==> src/rtl/quad_dac_rx.sv <==
module quad_dac_rx #(
  parameter int CODE_W = 8,
  parameter int CHANS  = 4
) (
  input  logic                      clk,
  input  logic                      rst_n,
  input  logic                      ser_clk,
  input  logic                      ser_data,
  input  logic                      ser_load,
  input  logic                      upd_n,
  output logic [CHANS*CODE_W-1:0]   dac_code,
  output logic [CHANS-1:0]          dac_gain2,
  output logic                      frame_err
);
  localparam int SEL_W = $clog2(CHANS);
  localparam int FRAME = SEL_W + 1 + CODE_W;
  localparam int CNT_W = $clog2(FRAME + 1);

  // pin order in sync vectors: {upd_n, ser_load, ser_data, ser_clk}
  logic [3:0] meta, sync, prev;

  always_ff @(posedge clk or negedge rst_n) begin
    if (!rst_n) begin
      meta <= '0;
      sync <= '0;
      prev <= '0;
    end else begin
      meta <= {upd_n, ser_load, ser_data, ser_clk};
      sync <= meta;
      prev <= sync;
    end
  end

  logic sclk_fall, load_fall, upd_fall, upd_lvl, data_bit;
  assign sclk_fall = prev[0] & ~sync[0];
  assign load_fall = prev[2] & ~sync[2];
  assign upd_fall  = prev[3] & ~sync[3];
  assign upd_lvl   = sync[3];
  assign data_bit  = sync[1];

  logic [FRAME-1:0] shreg, sh_nx;
  logic [CNT_W-1:0] cnt, cnt_nx;

  assign sh_nx  = sclk_fall ? {shreg[FRAME-2:0], data_bit} : shreg;
  assign cnt_nx = (sclk_fall && cnt != CNT_W'(FRAME)) ? cnt + CNT_W'(1) : cnt;

  always_ff @(posedge clk or negedge rst_n) begin
    if (!rst_n) begin
      shreg <= '0;
      cnt   <= '0;
    end else if (load_fall) begin
      shreg <= '0;
      cnt   <= '0;
    end else begin
      shreg <= sh_nx;
      cnt   <= cnt_nx;
    end
  end

  logic              frame_ok;
  logic [SEL_W-1:0]  cmd_sel;
  logic              cmd_gain;
  logic [CODE_W-1:0] cmd_code;

  assign frame_ok = load_fall && (cnt_nx == CNT_W'(FRAME));
  assign cmd_sel  = sh_nx[FRAME-1 -: SEL_W];
  assign cmd_gain = sh_nx[CODE_W];
  assign cmd_code = sh_nx[CODE_W-1:0];

  always_ff @(posedge clk or negedge rst_n) begin
    if (!rst_n) frame_err <= 1'b0;
    else        frame_err <= load_fall && !frame_ok;
  end

  logic [CHANS*CODE_W-1:0] in_code;
  logic [CHANS-1:0]        in_gain;

  for (genvar c = 0; c < CHANS; c++) begin : g_chan
    logic              wr;
    logic [CODE_W-1:0] code_nx;
    logic              gain_nx;

    assign wr      = frame_ok && (cmd_sel == SEL_W'(c));
    assign code_nx = wr ? cmd_code : in_code[c*CODE_W +: CODE_W];
    assign gain_nx = wr ? cmd_gain : in_gain[c];

    always_ff @(posedge clk or negedge rst_n) begin
      if (!rst_n) begin
        in_code[c*CODE_W +: CODE_W]  <= '0;
        in_gain[c]                   <= 1'b0;
        dac_code[c*CODE_W +: CODE_W] <= '0;
        dac_gain2[c]                 <= 1'b0;
      end else begin
        in_code[c*CODE_W +: CODE_W] <= code_nx;
        in_gain[c]                  <= gain_nx;
        if (upd_fall) begin
          dac_code[c*CODE_W +: CODE_W] <= code_nx;
          dac_gain2[c]                 <= gain_nx;
        end else if (wr && !upd_lvl) begin
          dac_code[c*CODE_W +: CODE_W] <= cmd_code;
          dac_gain2[c]                 <= cmd_gain;
        end
      end
    end
  end

  assert_cnt_sat_R5: assert property (@(posedge clk) disable iff (!rst_n)
    cnt <= CNT_W'(FRAME));

  assert_err_single_R6: assert property (@(posedge clk) disable iff (!rst_n)
    frame_err |=> !frame_err);

  assert_err_no_write_R6: assert property (@(posedge clk) disable iff (!rst_n)
    (frame_err && !$past(upd_fall)) |-> ($stable(dac_code) && $stable(dac_gain2) &&
                                         $stable(in_code) && $stable(in_gain)));

  assert_out_hold_R4: assert property (@(posedge clk) disable iff (!rst_n)
    (!upd_fall && !load_fall) |=> ($stable(dac_code) && $stable(dac_gain2)));

  assert_deferred_R4: assert property (@(posedge clk) disable iff (!rst_n)
    (load_fall && upd_lvl && !upd_fall) |=> ($stable(dac_code) && $stable(dac_gain2)));

  assert_bulk_copy_R4: assert property (@(posedge clk) disable iff (!rst_n)
    (upd_fall && !load_fall) |=> (dac_code == $past(in_code) && dac_gain2 == $past(in_gain)));

  assert_cnt_restart_R9: assert property (@(posedge clk) disable iff (!rst_n)
    load_fall |=> (cnt == '0));

endmodule

==> config.mk <==
export PLATFORM = sky130hd
export DESIGN_NAME = quad_dac_rx
export DESIGN_NICKNAME = d
export VERILOG_FILES = /design/src/rtl/quad_dac_rx.sv
export SDC_FILE = /design/constraint.sdc
export NUM_CORES = 1
export LEC_CHECK = 0
export BUFFER_PORTS_ARGS = -buffer_cell sky130_fd_sc_hd__buf_2
export CORE_AREA = 2 2 98 100
export DETAILED_ROUTE_END_ITERATION = 10
export DIE_AREA = 0 0 100 102
export HOLD_SLACK_MARGIN = 0.02
export PLACE_DENSITY = 0.74
export SLEW_MARGIN = 5
export SYNTH_ARGS = -nofsm -noshare
export SYNTH_HDL_FRONTEND = slang
export SYNTH_SLANG_ARGS = --single-unit
==> constraint.sdc <==
create_clock -name clk -period 2.65 [get_ports clk]
set_clock_uncertainty 0.05 [all_clocks]
set_input_delay 0.1325 -clock clk [delete_from_list [all_inputs] [get_ports clk]]
set_output_delay 0.1325 -clock clk [all_outputs]
set_load 0.005 [all_outputs]
==> flow_metrics.env, run 1 <==
export IMPL_status="complete, no violations"
export IMPL_place_gp_congestion=0.796
export IMPL_critPathSlowestCell="a211o_1"
export IMPL_fin_cells=685
export IMPL_cp_max_fo=19
export IMPL_dp_cells=664
export IMPL_final_common_cell="dfrtp_1"
export IMPL_min_path_cells=0
export IMPL_row_count=35
export IMPL_timing_setup_tns_ps=0
export IMPL_boundaryPins=43
export IMPL_firstDrtPassIters=5
export IMPL_die_area_um2=10200
export IMPL_hold_class="reg -> reg"
export IMPL_htreeDepth=3
export IMPL_rr_startpoint="cnt[0]"
export IMPL_core_area_um2=9110
export IMPL_synth_flop_cell="dfrtp_1"
export IMPL_vdd_ir_drop_max_mv=0.283
export IMPL_io_buffers=42
export IMPL_powerDensity_nw_per_um2=517
export IMPL_drt_iter0_drc=392
export IMPL_setup_viol=0
export IMPL_r2r_slack_ps=130
export IMPL_path_buf_inv=0
export IMPL_rr_endpoint="in_code[24]"
export IMPL_reg2reg_depth=6
export IMPL_finalWorstPathRequiredPeriod_ps=2520
export IMPL_place_hpwl_um=8390
export IMPL_startpoint_type="register"
export IMPL_min_to="sync[1]"
export IMPL_die_h_um=102
export IMPL_rsz0062_at_grt="false"
export IMPL_syn_nets=528
export IMPL_ys_seq_area_share_pct=50.1
export IMPL_start_util_pct=54.3
export IMPL_diodes=0
export IMPL_via_per_inst=6.25
export IMPL_drc=0
export IMPL_postCtsSetupBuffers=0
export IMPL_gr_total_overflow=0
export IMPL_numCtsBuffers=9
export IMPL_grt_pass1_vias=4075
export IMPL_synth_cells=521
export IMPL_layout_common_cells="dfrtp_1, a21oi_1, o21ai_0, nand2_1, buf_2"
export IMPL_syn_to_final_growth_pct=14.1
export IMPL_antenna_left=0
export IMPL_path_class="reg -> reg"
export IMPL_fmax_mhz=397
export IMPL_min_from="meta[1]"
export IMPL_grt_pass1_wl_um=21000
export IMPL_cts_root_buf="clkbuf_8"
export IMPL_power_leakage_uw=0.00262
export IMPL_groute_usage_overall_pct=26.2
export IMPL_clkLatencyLatePin_ps=370
export IMPL_die_width_um=100
export IMPL_required_ps=2840
export IMPL_grt_max_degree=80
export IMPL_drv_slew=0
export IMPL_totalWireLength_um=12800
export IMPL_netlist_area_um2=4940
export IMPL_crit_chain="ha_1, xor2_1, or3_4, a211o_1, nor2_2, a21oi_1"
export IMPL_async_flop_share_pct=100
export IMPL_clock_sinks=99
export IMPL_max_cap_viol_count=0
export IMPL_ys_warn_count=0
export IMPL_clk_pin_slew_worst_paths_ps=100
export IMPL_antenna_found_initial=0
export IMPL_vias=4280
export IMPL_avgSynthCellArea_um2=9.49
export IMPL_wl_per_cell_um=18.7
export IMPL_synth_cell_type_count=39
export IMPL_nets=576
export IMPL_ctsLongestPathBuffers=2
export IMPL_drive_above_1_share_pct=19.0
export IMPL_worstMarginPinSlew_ps=993
export IMPL_hold_violations=0
export IMPL_critPathMaxStageDelay_ps=540
export IMPL_arrival_ps=2710
export IMPL_ys_ff_latch=99
export IMPL_slew_headroom_pct=33.8
export IMPL_min_period_over_period_pct=95.1
export IMPL_crit_family="simple AND/OR/NAND/NOR gates"
export IMPL_synth_edf_count=0
export IMPL_cp_end_kind="register"
export IMPL_cts_tree="built"
[worst reg2reg max path, delay by kind of cell, from the launching register on]
family	cells	cell delay, ps
flops	1	470
xor+xnor	1	170
fa+ha+maj	1	280
compound gates	2	680
simple gates	2	750
[layer usage]
metal,vias to the layer above,GRT usage (%),routed length (um)
li1,1990,-,-
met5,-,0,0
met4,0,9.27,285
met1,2101,36.5,5630
met3,26,3.63,723
met2,163,42.7,6210
[flip-flops by register name, indices dropped and copies added (netlist names)]
| signal | cells |
|---|---|
| shreg | 11 |
| dac_gain2 | 4 |
| dac_code | 32 |
| sync | 4 |
| in_gain | 4 |
| cnt | 4 |
| meta | 4 |
| frame_err | 1 |
| in_code | 32 |
| prev | 3 |
[cells by family after synthesis]
family / after synthesis / share of synthesized area, %
compound gates: 166 / 20.9
flops: 99 / 50.1
mux: 10 / 2.02
fa+ha+maj: 1 / 0.253
xor+xnor: 2 / 0.354
buf+inv: 49 / 5.77
simple gates: 194 / 20.6
[Yosys cell counts (all sizes together), types with 2 or more instances]
library cell / number / area [um^2]
a211o: 2 / 17.5
a211oi: 2 / 32.5
a21oi: 60 / 300
buf: 27 / 203
clkbuf: 20 / 75.1
dfrtp: 99 / 2480
inv: 2 / 7.51
mux2i: 10 / 100
nand2: 44 / 165
nand2b: 5 / 31.3
nand3: 37 / 185
nand3b: 2 / 15.0
nand4: 36 / 225
nor2: 24 / 97.6
nor2b: 39 / 244
o211a: 3 / 30.0
o211ai: 39 / 308
o21ai: 46 / 230
o22ai: 2 / 12.5
o31ai: 9 / 67.6
or3: 3 / 23.8
[worst max-delay path by stage]
stage / cells past startpoint / from / slack [ps] / end
2_1_floorplan: 8 / cnt[0] / 480 / dac_code[30]
3_3_place_gp: 6 / cnt[0] / 260 / in_code[31]
3_5_place_dp: 6 / cnt[0] / 190 / in_code[24]
4_1_cts: 6 / cnt[0] / 170 / in_code[24]
5_1_grt: 6 / cnt[0] / 5 / in_code[28]
6_report: 6 / cnt[0] / 130 / in_code[24]
[cell type report]
class / count / area [um^2]
Fill cell: 765 / 3470
Sequential cell: 99 / 2480
Multi-Input combinational cell: 373 / 2200
Timing Repair Buffer: 84 / 591
Tap cell: 111 / 139
Clock buffer: 9 / 124
Clock inverter: 7 / 98.8
Inverter: 2 / 7.51
[where the power goes]
group	internal (uW)	switching, uW	total, uW
Clock	539	556	1100
Combinational	82.1	163	246
Sequential	1540	34.9	1570
[metrics by stage]
| step | power (uW) | util [%] | hold slack [ps] | setup WS [ps] | cell area [um^2] |
|---|---|---|---|---|---|
| floorplan | 1730 | - | -213 | 478 | 4940 |
| global placement | 1830 | 58.8 | 190 | 259 | 5360 |
| detailed placement | 1840 | 58.8 | 192 | 186 | 5360 |
| CTS | 2930 | 61.8 | 309 | 171 | 5630 |
| global route | 3010 | 61.9 | 317 | 4.78 | 5640 |
| finish | 2910 | 61.9 | 307 | 130 | 5640 |
[what timing repair did]
item | in CTS | in global routing
hold buffers | 5 | 0
endpoints found under the hold margin | 81 | 0
setup endpoints to repair | 0 | 1
gates resized for setup | 0 | 1
Power figures use the tool's default switching activity.
==> run 2, diff against run 1 <==
- ABC_CLOCK_PERIOD_IN_PS: default -> 2200
- CORE_AREA: 2 2 98 100 -> 2 2 99 101
- DIE_AREA: 0 0 100 102 -> 0 0 101 103
- PLACE_DENSITY: 0.74 -> 0.75
- clock period: 2.65 -> 2.2 ns (I/O delays scaled with it)
==> flow_metrics.env, run 2 (synthesis results as in run 1) <==
export IMPL_antenna_left=0
export IMPL_cts_tree="built"
export IMPL_place_gp_congestion=0.822
export IMPL_dr_max_layer_used="met4"
export IMPL_die_width_um=101
export IMPL_setup_viol=0
export IMPL_grt_pass1_wl_um=21000
export IMPL_seqPwrFrac_pct=55.6
export IMPL_required_ps=2400
export IMPL_reg2reg_depth=9
export IMPL_slew_headroom_pct=50.5
export IMPL_fmax_mhz=469
export IMPL_intPower_uw=2530
export IMPL_boundaryPins=43
export IMPL_grt_max_degree=66
export IMPL_place_hpwl_um=8270
export IMPL_start_util_pct=52.3
export IMPL_drc=0
export IMPL_die_h_um=103
export IMPL_layout_common_cells="dfrtp_1, a21oi_1, nand2_1, buf_2, buf_4"
export IMPL_nets=588
export IMPL_core_area_um2=9460
export IMPL_worstMarginPinSlew_ps=743
export IMPL_htreeDepth=3
export IMPL_cts_root_buf="clkbuf_8"
export IMPL_nFillCells=805
export IMPL_gr_total_overflow=0
export IMPL_r2r_slack_ps=70
export IMPL_status="complete, no violations"
export IMPL_p_switching_uw=870
export IMPL_hold_violations=0
export IMPL_vias=4353
export IMPL_diodes=0
export IMPL_clkLatencyLatePin_ps=370
export IMPL_drive_above_1_share_pct=20.9
export IMPL_syn_to_final_growth_pct=18.0
export IMPL_power_leakage_uw=0.00269
export IMPL_rr_startpoint="cnt[1]"
export IMPL_totalWireLength_um=13100
export IMPL_path_class="reg -> reg"
export IMPL_dr_wl_met2_um=6380
export IMPL_antenna_found_initial=0
export IMPL_vdd_ir_drop_max_mv=0.351
export IMPL_numCtsBuffers=9
export IMPL_final_common_cell="dfrtp_1"
export IMPL_clkPwrFrac_pct=34.0
export IMPL_max_cap_viol_count=0
export IMPL_clk_pin_slew_worst_paths_ps=90
export IMPL_min_period_over_period_pct=96.9
export IMPL_arrival_ps=2330
export IMPL_rsz0062_at_grt="true"
export IMPL_hold_class="in -> async"
export IMPL_p_sw_share_pct=25.6
export IMPL_groute_usage_overall_pct=26.2
export IMPL_ctsLongestPathBuffers=2
export IMPL_clock_sinks=99
export IMPL_firstDrtPassIters=7
export IMPL_finalWorstPathRequiredPeriod_ps=2130
export IMPL_pwr_share_comb_pct=10.3
export IMPL_met3_length_um=836
export IMPL_timing_setup_tns_ps=0
export IMPL_startpoint_type="register"
export IMPL_drt_iter0_drc=343
export IMPL_io_buffers=42
export IMPL_power_total_uw=3400
export IMPL_holdWs_ps=173
export IMPL_powerDensity_nw_per_um2=582
export IMPL_die_area_um2=10400
export IMPL_drv_slew=0
export IMPL_rr_endpoint="dac_code[8]"
export IMPL_cp_end_kind="register"
export IMPL_via_per_inst=6.25
export IMPL_wl_met1_um=5530
export IMPL_row_count=36
export IMPL_cp_max_fo=31
export IMPL_wl_per_cell_um=18.8
export IMPL_post_route_util_pct=61.7
export IMPL_grt_pass1_vias=4075
export IMPL_top_regs="dac_code x32, in_code x32, shreg x11"
==> run 2: per-stage QoR <==
step,instance area (um^2),setup slack (ps),std cells
after global routing,5830,-55.8,697
after floorplan,4940,28.1,521
after global placement,5490,83.8,676
final,5830,68.1,697
after detailed placement,5490,-2.96,676
after CTS,5730,1.11,694
==> run 2: power groups by stage <==
stage / sequential (uW) / clock, uW / combinational (uW)
after global routing: 1890 / 1250 / 383
final: 1890 / 1160 / 351
after global placement: 1920 / 0 / 317
after floorplan: 1920 / 0 / 161
after detailed placement: 1920 / 0 / 324
after CTS: 1880 / 1180 / 334
==> run 2: final cells by class <==
class | instances | area (um^2) | share of cell area [%]
Multi-Input combinational cell | 373 | 2260 | 38.7
Tap cell | 114 | 143 | 2.45
Sequential cell | 99 | 2480 | 42.5
Clock buffer | 11 | 141 | 2.42
Clock inverter | 2 | 38.8 | 0.665
Inverter | 2 | 7.51 | 0.129
Timing Repair Buffer | 96 | 764 | 13.1
==> run 2: worst max-delay path by stage <==
stage          startpoint           end
2_1_floorplan      cnt[0]  dac_code[30]
3_3_place_gp       cnt[0]    in_code[3]
3_5_place_dp       cnt[0]   in_code[15]
4_1_cts            cnt[0]   dac_code[8]
5_1_grt            cnt[0]  dac_code[13]
6_report           cnt[1]   dac_code[8]
==> run 2: per-layer routing <==
layer	vias to the layer above	global-route usage [%]
li1	2021	-
met1	2099	36.4
met2	202	41.6
met3	31	3.32
met4	0	12.1
met5	-	0
==> run 2: what timing repair did <==
item                                    4_1_cts  5_1_grt
pin swaps                                     0        2
setup buffers                                 0        2
hold buffers                                  5        0
gates resized for setup                       4       24
gates cloned                                  0        1
hold endpoints to repair                     38        0
endpoints found under the setup margin        4       67
==> run 2: critical path: stages, from the launching register on <==
cell      delay, ps
dfrtp_1         420
ha_4            290
inv_1            40
nor4_1          300
buf_4           190
a311oi_4         40
buf_12          190
buf_12          160
o211ai_1        200
nand4_1         120
